[src/rtl/i2cmon_pkg.sv]
package i2cmon_pkg;

    localparam int NV = 8;

    localparam int V_LOW    = 0;
    localparam int V_HIGH   = 1;
    localparam int V_SU_DAT = 2;
    localparam int V_HD_STA = 3;
    localparam int V_SU_STA = 4;
    localparam int V_SU_STO = 5;
    localparam int V_BUF    = 6;
    localparam int V_PROTO  = 7;

    typedef enum logic [1:0] {
        ST_UNSYNC,
        ST_IDLE,
        ST_HOLD,
        ST_XFER
    } bus_st_t;

    function automatic longint lim_ns(input int idx, input bit fast);
        case (idx)
            V_LOW:    return fast ? 64'd1300 : 64'd4700;
            V_HIGH:   return fast ? 64'd600  : 64'd4000;
            V_SU_DAT: return fast ? 64'd100  : 64'd250;
            V_HD_STA: return fast ? 64'd600  : 64'd4000;
            V_SU_STA: return fast ? 64'd600  : 64'd4700;
            V_SU_STO: return fast ? 64'd600  : 64'd4700;
            V_BUF:    return fast ? 64'd1300 : 64'd4700;
            default:  return 64'd0;
        endcase
    endfunction

    function automatic longint ns_to_cyc(input longint ns, input longint hz);
        return (ns * hz + 64'd999_999_999) / 64'd1_000_000_000;
    endfunction

endpackage

[src/rtl/i2cmon_sync.sv]
module i2cmon_sync (
    input  logic clk,
    input  logic rst_n,
    input  logic line_in,
    output logic level,
    output logic rise,
    output logic fall
);
    logic meta_q, sync_q, prev_q;

    always_ff @(posedge clk or negedge rst_n) begin
        if (!rst_n) begin
            meta_q <= 1'b1;
            sync_q <= 1'b1;
            prev_q <= 1'b1;
        end else begin
            meta_q <= line_in;
            sync_q <= meta_q;
            prev_q <= sync_q;
        end
    end

    assign level = sync_q;
    assign rise  = sync_q & ~prev_q;
    assign fall  = ~sync_q & prev_q;
endmodule

[src/rtl/i2cmon_span.sv]
module i2cmon_span #(
    parameter int W = 12
) (
    input  logic         clk,
    input  logic         rst_n,
    input  logic         restart,
    output logic [W-1:0] span
);
    localparam logic [W-1:0] TOP = '1;

    always_ff @(posedge clk or negedge rst_n) begin
        if (!rst_n)
            span <= TOP;
        else if (restart)
            span <= W'(1);
        else if (span != TOP)
            span <= span + W'(1);
    end
endmodule

[src/rtl/i2cmon_ctrl.sv]
module i2cmon_ctrl
    import i2cmon_pkg::*;
#(
    parameter int W = 12
) (
    input  logic          clk,
    input  logic          rst_n,
    input  logic          scl_lvl,
    input  logic          scl_rise,
    input  logic          scl_fall,
    input  logic          sda_rise,
    input  logic          sda_fall,
    input  logic [W-1:0]  scl_span,
    input  logic [W-1:0]  sda_span,
    input  logic [W-1:0]  lim [NV-1],
    output logic [NV-1:0] viol_now,
    output logic          start_now,
    output logic          stop_now
);
    bus_st_t st, st_nx;
    logic    moved;
    logic    scl_edge, sda_edge, both;

    assign scl_edge  = scl_rise | scl_fall;
    assign sda_edge  = sda_rise | sda_fall;
    assign both      = scl_edge & sda_edge;
    assign start_now = sda_fall & scl_lvl & ~scl_edge;
    assign stop_now  = sda_rise & scl_lvl & ~scl_edge;

    // state register
    always_ff @(posedge clk or negedge rst_n) begin
        if (!rst_n) begin
            st    <= ST_UNSYNC;
            moved <= 1'b0;
        end else begin
            st <= st_nx;
            if (scl_rise)
                moved <= 1'b0;
            else if (st == ST_XFER && sda_edge && !scl_lvl && !scl_edge)
                moved <= 1'b1;
        end
    end

    // next state
    always_comb begin
        st_nx = st;
        unique case (st)
            ST_UNSYNC: if (stop_now) st_nx = ST_IDLE;
            ST_IDLE:   if (!both && start_now) st_nx = ST_HOLD;
            ST_HOLD: begin
                if (!both && scl_fall)      st_nx = ST_XFER;
                else if (!both && stop_now) st_nx = ST_IDLE;
            end
            ST_XFER: begin
                if (!both && start_now)     st_nx = ST_HOLD;
                else if (!both && stop_now) st_nx = ST_IDLE;
            end
        endcase
    end

    // outputs: interval checks
    always_comb begin
        viol_now = '0;
        unique case (st)
            ST_UNSYNC: ;
            ST_IDLE: begin
                if (both || scl_fall)
                    viol_now[V_PROTO] = 1'b1;
                else if (start_now)
                    viol_now[V_BUF] = sda_span < lim[V_BUF];
            end
            ST_HOLD: begin
                if (both)
                    viol_now[V_PROTO] = 1'b1;
                else if (scl_fall) begin
                    viol_now[V_HIGH]   = scl_span < lim[V_HIGH];
                    viol_now[V_HD_STA] = sda_span < lim[V_HD_STA];
                end else if (stop_now)
                    viol_now[V_SU_STO] = scl_span < lim[V_SU_STO];
            end
            ST_XFER: begin
                if (both)
                    viol_now[V_PROTO] = 1'b1;
                else begin
                    if (scl_rise) begin
                        viol_now[V_LOW]    = scl_span < lim[V_LOW];
                        viol_now[V_SU_DAT] = moved && (sda_span < lim[V_SU_DAT]);
                    end
                    if (scl_fall)
                        viol_now[V_HIGH] = scl_span < lim[V_HIGH];
                    if (start_now)
                        viol_now[V_SU_STA] = scl_span < lim[V_SU_STA];
                    if (stop_now)
                        viol_now[V_SU_STO] = scl_span < lim[V_SU_STO];
                end
            end
        endcase
    end
endmodule

[src/rtl/i2c_timing_mon.sv]
module i2c_timing_mon
    import i2cmon_pkg::*;
#(
    parameter int unsigned CLK_HZ = 200_000_000
) (
    input  logic          clk,
    input  logic          rst_n,
    input  logic          scl_in,
    input  logic          sda_in,
    input  logic          fast_mode,
    input  logic [NV-1:0] viol_clr,
    output logic [NV-1:0] viol_pulse,
    output logic [NV-1:0] viol_sticky,
    output logic          start_evt,
    output logic          stop_evt
);
    localparam longint MAXC = ns_to_cyc(64'd4700, longint'(CLK_HZ));
    localparam int     CW   = $clog2(MAXC + 1) + 1;

    logic          scl_lvl, scl_rise, scl_fall;
    logic          sda_lvl, sda_rise, sda_fall;
    logic [CW-1:0] scl_span, sda_span;
    logic [CW-1:0] lim [NV-1];
    logic [NV-1:0] viol_now;
    logic          start_now, stop_now;

    i2cmon_sync u_scl (.clk(clk), .rst_n(rst_n), .line_in(scl_in),
                       .level(scl_lvl), .rise(scl_rise), .fall(scl_fall));
    i2cmon_sync u_sda (.clk(clk), .rst_n(rst_n), .line_in(sda_in),
                       .level(sda_lvl), .rise(sda_rise), .fall(sda_fall));

    i2cmon_span #(.W(CW)) u_scl_span (.clk(clk), .rst_n(rst_n),
                       .restart(scl_rise | scl_fall), .span(scl_span));
    i2cmon_span #(.W(CW)) u_sda_span (.clk(clk), .rst_n(rst_n),
                       .restart(sda_rise | sda_fall), .span(sda_span));

    for (genvar i = 0; i < NV - 1; i++) begin : g_lim
        localparam longint CS = ns_to_cyc(lim_ns(i, 1'b0), longint'(CLK_HZ));
        localparam longint CF = ns_to_cyc(lim_ns(i, 1'b1), longint'(CLK_HZ));
        assign lim[i] = fast_mode ? CW'(CF) : CW'(CS);
    end

    i2cmon_ctrl #(.W(CW)) u_ctrl (
        .clk(clk), .rst_n(rst_n),
        .scl_lvl(scl_lvl), .scl_rise(scl_rise), .scl_fall(scl_fall),
        .sda_rise(sda_rise), .sda_fall(sda_fall),
        .scl_span(scl_span), .sda_span(sda_span), .lim(lim),
        .viol_now(viol_now), .start_now(start_now), .stop_now(stop_now)
    );

    always_ff @(posedge clk or negedge rst_n) begin
        if (!rst_n) begin
            viol_pulse  <= '0;
            viol_sticky <= '0;
            start_evt   <= 1'b0;
            stop_evt    <= 1'b0;
        end else begin
            viol_pulse  <= viol_now;
            viol_sticky <= (viol_sticky & ~viol_clr) | viol_now;
            start_evt   <= start_now;
            stop_evt    <= stop_now;
        end
    end

    logic unused_lvl;
    assign unused_lvl = sda_lvl;
endmodule

[config.mk]
export PLATFORM = sky130hd
export DESIGN_NAME = i2c_timing_mon
export DESIGN_NICKNAME = d
export VERILOG_FILES = /design/src/rtl/i2cmon_pkg.sv /design/src/rtl/i2cmon_sync.sv /design/src/rtl/i2cmon_span.sv /design/src/rtl/i2cmon_ctrl.sv /design/src/rtl/i2c_timing_mon.sv
export SDC_FILE = /design/constraint.sdc
export NUM_CORES = 1
export LEC_CHECK = 0
export BUFFER_PORTS_ARGS = -buffer_cell sky130_fd_sc_hd__buf_2
export CORE_MARGIN = 2
export CORE_UTILIZATION = 35
export CTS_CLUSTER_DIAMETER = 60
export DETAILED_ROUTE_END_ITERATION = 6
export PLACE_DENSITY = 0.61
export SLEW_MARGIN = 20
export SYNTH_ARGS = -nofsm -noshare
export SYNTH_HDL_FRONTEND = slang
export SYNTH_SLANG_ARGS = --single-unit
[constraint.sdc]
create_clock -name clk -period 2.2 [get_ports clk]
set_clock_uncertainty 0.1 [all_clocks]
set_input_delay 0.11 -clock clk [delete_from_list [all_inputs] [get_ports clk]]
set_output_delay 0.11 -clock clk [all_outputs]
set_load 0.05 [all_outputs]
After elaboration in Yosys (flattened, before gate mapping)
Index checks and enable logic that the tools add are counted.
- $add $sub $neg: 2
- order comparisons: 6
- equality and inequality tests: 7
- muxes and demuxes: 40
- bitwise gates (word level): 19
- reduce and logical (&&, ||, !) cells: 17
- operators by type and width (cell ; count):
    $lt A11 B10 Y1 ; 5
    $mux W11 ; 4
    $mux W10 ; 3
    $add A11 B1 Y11 const B ; 2
    $ne A11 B11 Y1 const B ; 2
    $mux W1 ; 21
    $mux W2 ; 6
    $lt A11 B6 Y1 ; 1
    $and A1 B1 Y1 ; 9
    $and A8 B8 Y8 ; 1
    $not A8 Y8 ; 1
    $or A8 B8 Y8 ; 1
    $pmux W2 S4 ; 1
    $logic_and A1 B1 Y1 ; 7
    $mux W6 ; 1
    $pmux W1 S2 ; 3
    $reduce_bool A2 Y1 ; 3
    $not A1 Y1 ; 5
    $eq A2 B2 Y1 const B ; 2
    $logic_not A1 Y1 ; 3
    $mux W3 ; 1
    $eq A2 B1 Y1 const B ; 1
    $logic_not A2 Y1 ; 1
    $ne A2 B1 Y1 const B ; 1
    5 further kinds ; 6
- register bits after elaboration: 49
- input bits: 13
- output and inout bits: 18
- word-level logic and storage cells: 105

Depth between registers and ports, before layout
- depth after elaboration: 10
- mapped depth: 7
- mapped depth without buffers: 7

Modules after synthesis
Synthesis repeated with hierarchy kept, for this count alone.
- cells, all modules: 434
- area total of the unflattened synthesis: 3905.0 µm²
- modules (own cells, without submodules) (module ; instances ; cells each ; area an instance (µm²) ; sequential area each (µm²)):
    i2cmon_ctrl ; 1 ; 265 ; 1921.8 ; 75.1
    i2cmon_span ; 2 ; 60 ; 615.6 ; 289.0
    i2c_timing_mon ; 1 ; 39 ; 564.3 ; 450.4
    i2cmon_sync ; 2 ; 5 ; 93.8 ; 78.8

Least setup slack after synthesis
OpenSTA, ideal clock, no wires.
- path type: register to register
- from: reg u_scl.sync_q, in the netlist u_scl.level
- to: reg viol_sticky[6]
- setup time: 0.082 ns
- arrival: 1.641 ns
- required time: 2.018 ns
- slack: 0.377 ns
- cell stages (with the launch flop): 6
- buffers on the path: 0
- period minus slack after synthesis: 1.823 ns
- path through: dfstp_2 > inv_1 > ha_1 > or4_1 > a211o_1 > o22ai_1
- longest elaborated chain between the ends: 9
- elaborated cells on any way between the ends: 13
- classes of those cells: mux: 3; bitwise: 9; reduce/logical: 1
- RTL lines (element ; RTL line ; RTL):
    start, declared ; i2cmon_sync.sv:9 ; logic meta_q, sync_q, prev_q;
    start signal, assigned ; i2cmon_sync.sv:18 ; sync_q <= meta_q;
    $not A1 Y1 ; i2cmon_sync.sv:25 ; assign fall = ~sync_q & prev_q;
    $and A1 B1 Y1 ; i2cmon_sync.sv:25 ;
    $or A1 B1 Y1 ; i2cmon_ctrl.sv:24 ; assign scl_edge = scl_rise | scl_fall;
    $not A1 Y1 ; i2cmon_ctrl.sv:27 ; assign start_now = sda_fall & scl_lvl & ~scl_edge;
    $and A1 B1 Y1 ; i2cmon_ctrl.sv:27 ;
    $mux W1 ; i2cmon_ctrl.sv:69 ; else if (start_now)
    $mux W1 (*) ; i2cmon_ctrl.sv:67 ; if (both || scl_fall)
    $mux W1 (*) ; i2cmon_ctrl.sv:64 ; unique case (st)
    $or A8 B8 Y8 (*) ; i2c_timing_mon.sv:59 ; viol_sticky <= (viol_sticky & ~viol_clr) | viol_now;
    end signal, assigned ; i2c_timing_mon.sv:59 ;
    end, declared ; i2c_timing_mon.sv:13 ; output logic [NV-1:0] viol_sticky,
Mark *: on every way between the ends. The rest lies on a longest branch, timed or not.
A chain may end at the register's enable or synchronous reset.

Worst setup path in the final report
- from: reg u_scl.sync_q, in the netlist u_scl.level
- to: reg viol_sticky[6]
- longest elaborated chain between the ends: 9
- elaborated cells on any way between the ends: 13
- classes of those cells: mux: 3; bitwise: 9; reduce/logical: 1
- RTL lines (element ; RTL line ; RTL):
    $not A1 Y1 ; i2cmon_sync.sv:25 ;
    $and A1 B1 Y1 ; i2cmon_sync.sv:25 ;
    $or A1 B1 Y1 ; i2cmon_ctrl.sv:24 ;
    $not A1 Y1 ; i2cmon_ctrl.sv:27 ;
    $and A1 B1 Y1 (*) ; i2cmon_ctrl.sv:27 ;
    named net start_now ; i2c_timing_mon.sv:25 ; logic start_now, stop_now;
    $mux W1 (*) ; i2cmon_ctrl.sv:69 ;
    $mux W1 (*) ; i2cmon_ctrl.sv:67 ;
    $mux W1 (*) ; i2cmon_ctrl.sv:64 ;
    $or A8 B8 Y8 (*) ; i2c_timing_mon.sv:59 ;
Mark *: on every way through the listed nets, which the timed path passes. The rest lies on a longest branch.

==> run_results.csv <==
group,metric,value,unit
critical_path,crit_start,"u_scl.level",
drt,drtAntennaViolNets,0,
place,gp_congestion,0.772,
drt,wl_per_cell,13.5,µm
synthesis,yosysWarnings,0,
place,pre_cts_slack,0.229,ns
grt,grt_max_degree,50,
power_and_ir_drop,ir_drop,0.440,mV
sta,finalCritPeriodShare,0.895,
critical_path,cp-end-kind,"flop",
synthesis,async_flop_share,1.00,
critical_path,critical_path_class,"flop to flop",
synthesis,synthTopCellsByArea,"dfstp_2 28%, dfrtp_1 20%, ha_1 11%",
die,num_io_pins,31,
cts,h-tree-depth,2,
grt,grt_pass1_vias,1921,
synthesis,synth_cell_types,48,
cts,post_cts_buffers,0,
drt,viasPerCell,5.06,
die,start_util,0.363,
cts,clockBufferDepth,2,
synthesis,synth-seq-cells,49,
power_and_ir_drop,powerDensity,690,nW/µm²
worst_hold_path,hold_start,"viol_clr[4]",
critical_path,crit_required,2.33,ns
synthesis,yosysTopAreaCellShare,0.278,
place,dp_hpwl,3900,µm
sta,layout_setup_ws,0.231,ns
critical_path,crit_arrival,2.10,ns
grt,track_usage,0.136,
run,max-cap-violations,0,
synthesis,synth-main-ff-cell,"dfstp_2",
die,rows,31,
synthesis,synth_area_leader_cell,"dfstp_2",
cts,clkSlewWorstSetupHoldPaths,0.09,ns
sta,rsz0062_at_grt,"false",
drt,dr.pass1.iters,4,
synthesis,synth-edff-count,0,
place,portBuffers,30,
cts,cts_tree,"yes",
sta,setup_violations,0,
drt,vias,2018,
cells_and_area,syn2layout_area_growth,18.0,%
power_and_ir_drop,power.leakage,0.00145,µW
drt,drc_errors,0,
grt,gr-total-overflow,0,
synthesis,syn_area,2650,µm²
grt,antenna_found_initial,0,
sta,fmax,508,MHz
cts,cts.sinks,49,
cells_and_area,drive_gt1_frac,0.243,
grt,grt_pass1_wl,9110,µm
synthesis,synth_cells,255,
cts,cts_buffers,5,
critical_path,startpoint_type,"flop",
synthesis,synth-seq-area-share,0.476,
cts,root_buffer,"clkbuf_8",
sta,hold_violations,0,
sta,worst_pin_slew,0.615,ns
sta,drv_slew,0,
drt,routed_wl,5400,µm
critical_path,cp_max_fo,7,
cells_and_area,antenna_cells,0,
run_status,outcome,"finished clean",
sta,slew-limit-headroom,0.590,
cells_and_area,finalNetCount,335,
sta,fin_setup_tns,0,ns
cells_and_area,fin_cells,399,
synthesis,synth_area_per_cell,10.4,µm²
die,core-area,7290,µm²
place,dp.cells,381,
synthesis,synth_nets,291,
die,die_x,91.0,µm
worst_hold_path,worstHoldPathType,"primary input to flop",
drt,drtIter0Drc,100,
cts,clk_latency,0.30,ns
critical_path,r2r_start,"u_scl.level",
die,dieHeight,91.0,µm
power_and_ir_drop,p_total,2150,µW
die,dieArea,8280,µm²
sta,period_minus_slack,1.97,ns
## registers in the layout, indices dropped and copies added (netlist names)
register         flops
viol_pulse           8
stop_evt             1
u_ctrl.moved         1
u_scl.level          1
u_sda_span.span     11
viol_sticky          8
u_sda.prev_q         1
u_sda.level          1
u_scl_span.span     11
u_scl.prev_q         1
u_scl.meta_q         1
start_evt            1
u_sda.meta_q         1
u_ctrl.st            2
## routing by layer
layer,track usage,vias up,share of wire
met5,0,-,0
met4,0.0455,0,0.016
met3,0.0282,6,0.043
met2,0.215,51,0.44
met1,0.185,953,0.50
li1,-,1008,-
## through the flow
step                      hold slack (ns)  instance area, µm²  utilization
after CTS                          0.0659                3120        0.428
after global routing               0.0662                3120        0.428
after detailed placement            0.122                2920        0.400
after floorplan                    -0.286                2650            -
final                              0.0628                3120        0.428
after global placement              0.121                2920        0.400
## repair_timing
action	in CTS	in global routing
resized for setup	0	0
endpoints found under the hold margin	30	0
hold buffers	10	0
## worst max-delay path, cell delays in order, from the launching register on
cell	delay (ns)
dfstp_2	0.57
inv_1	0.06
ha_1	0.39
and3_1	0.25
nand2_1	0.10
a211o_1	0.31
o22ai_1	0.13
## cell usage after synthesis (3+ instances only)
master     instances
dfstp_2           28
ha_1              23
dfrtp_1           21
nor2_1            19
inv_1             17
nand2_1           13
o21ai_0           13
nor2b_1            9
a21oi_1            7
and2_1             7
nand3_1            7
and3_1             6
o211ai_1           6
xnor2_1            6
nand4_1            5
a21o_1             4
a31oi_1            4
and4_1             4
nor3_1             4
a211oi_1           3
buf_2              3
mux2i_1            3
nor4_1             3
o2111ai_1          3
o21a_1             3
or3_1              3
## placed cells by master (no fill, tap or decap), types with 5 or more instances in the layout
| cell | instances |
|---|---|
| a21oi_1 | 7 |
| and2_1 | 7 |
| and3_1 | 6 |
| buf_2 | 30 |
| buf_4 | 5 |
| clkbuf_8 | 5 |
| dfrtp_1 | 21 |
| dfstp_2 | 28 |
| dlygate4sd3_1 | 10 |
| ha_1 | 23 |
| inv_1 | 17 |
| nand2_1 | 13 |
| nand3_1 | 7 |
| nand4_1 | 5 |
| nor2_1 | 19 |
| nor2b_1 | 9 |
| o211ai_1 | 6 |
| o21ai_0 | 13 |
| xnor2_1 | 6 |
## where the power goes
part	switching (µW)	internal, µW	leakage, µW
sequential	79.6	1010	0.000572
combinational	277	151	0.000826
clock	302	338	0.0000552
total	659	1500	0.00145
## cell type report
cell class,count,area [µm²]
Tap cell,99,124
Timing Repair Buffer,45,288
Clock inverter,2,35.0
Sequential cell,49,1260
Clock buffer,6,72.6
Inverter,17,63.8
Fill cell,737,4170
Multi-Input combinational cell,181,1280
## path summary, 6_finish.rpt
path                       cells past startpoint              to  slack, ns
hold reg to reg                                0     u_scl.level       0.26
setup reg to reg                               6  viol_sticky[6]       0.23
setup / recovery                               6  viol_sticky[6]       0.23
max in group asynchronous                      3       start_evt       1.25
min in group asynchronous                      3  viol_sticky[0]       0.33
hold / removal                                 3  viol_sticky[4]       0.06
## kinds of logic after synthesis
logic type	count (synthesis)	share of synthesized area
adders and majority gates	23	0.109
muxes	3	0.0113
and+or+nand+nor	89	0.186
AOI/OAI and AO/OA	58	0.150
DFF	49	0.476
xor gates and xnor gates	8	0.0265
buffers and inverters	25	0.0406
Power figures use the tool's default switching activity.
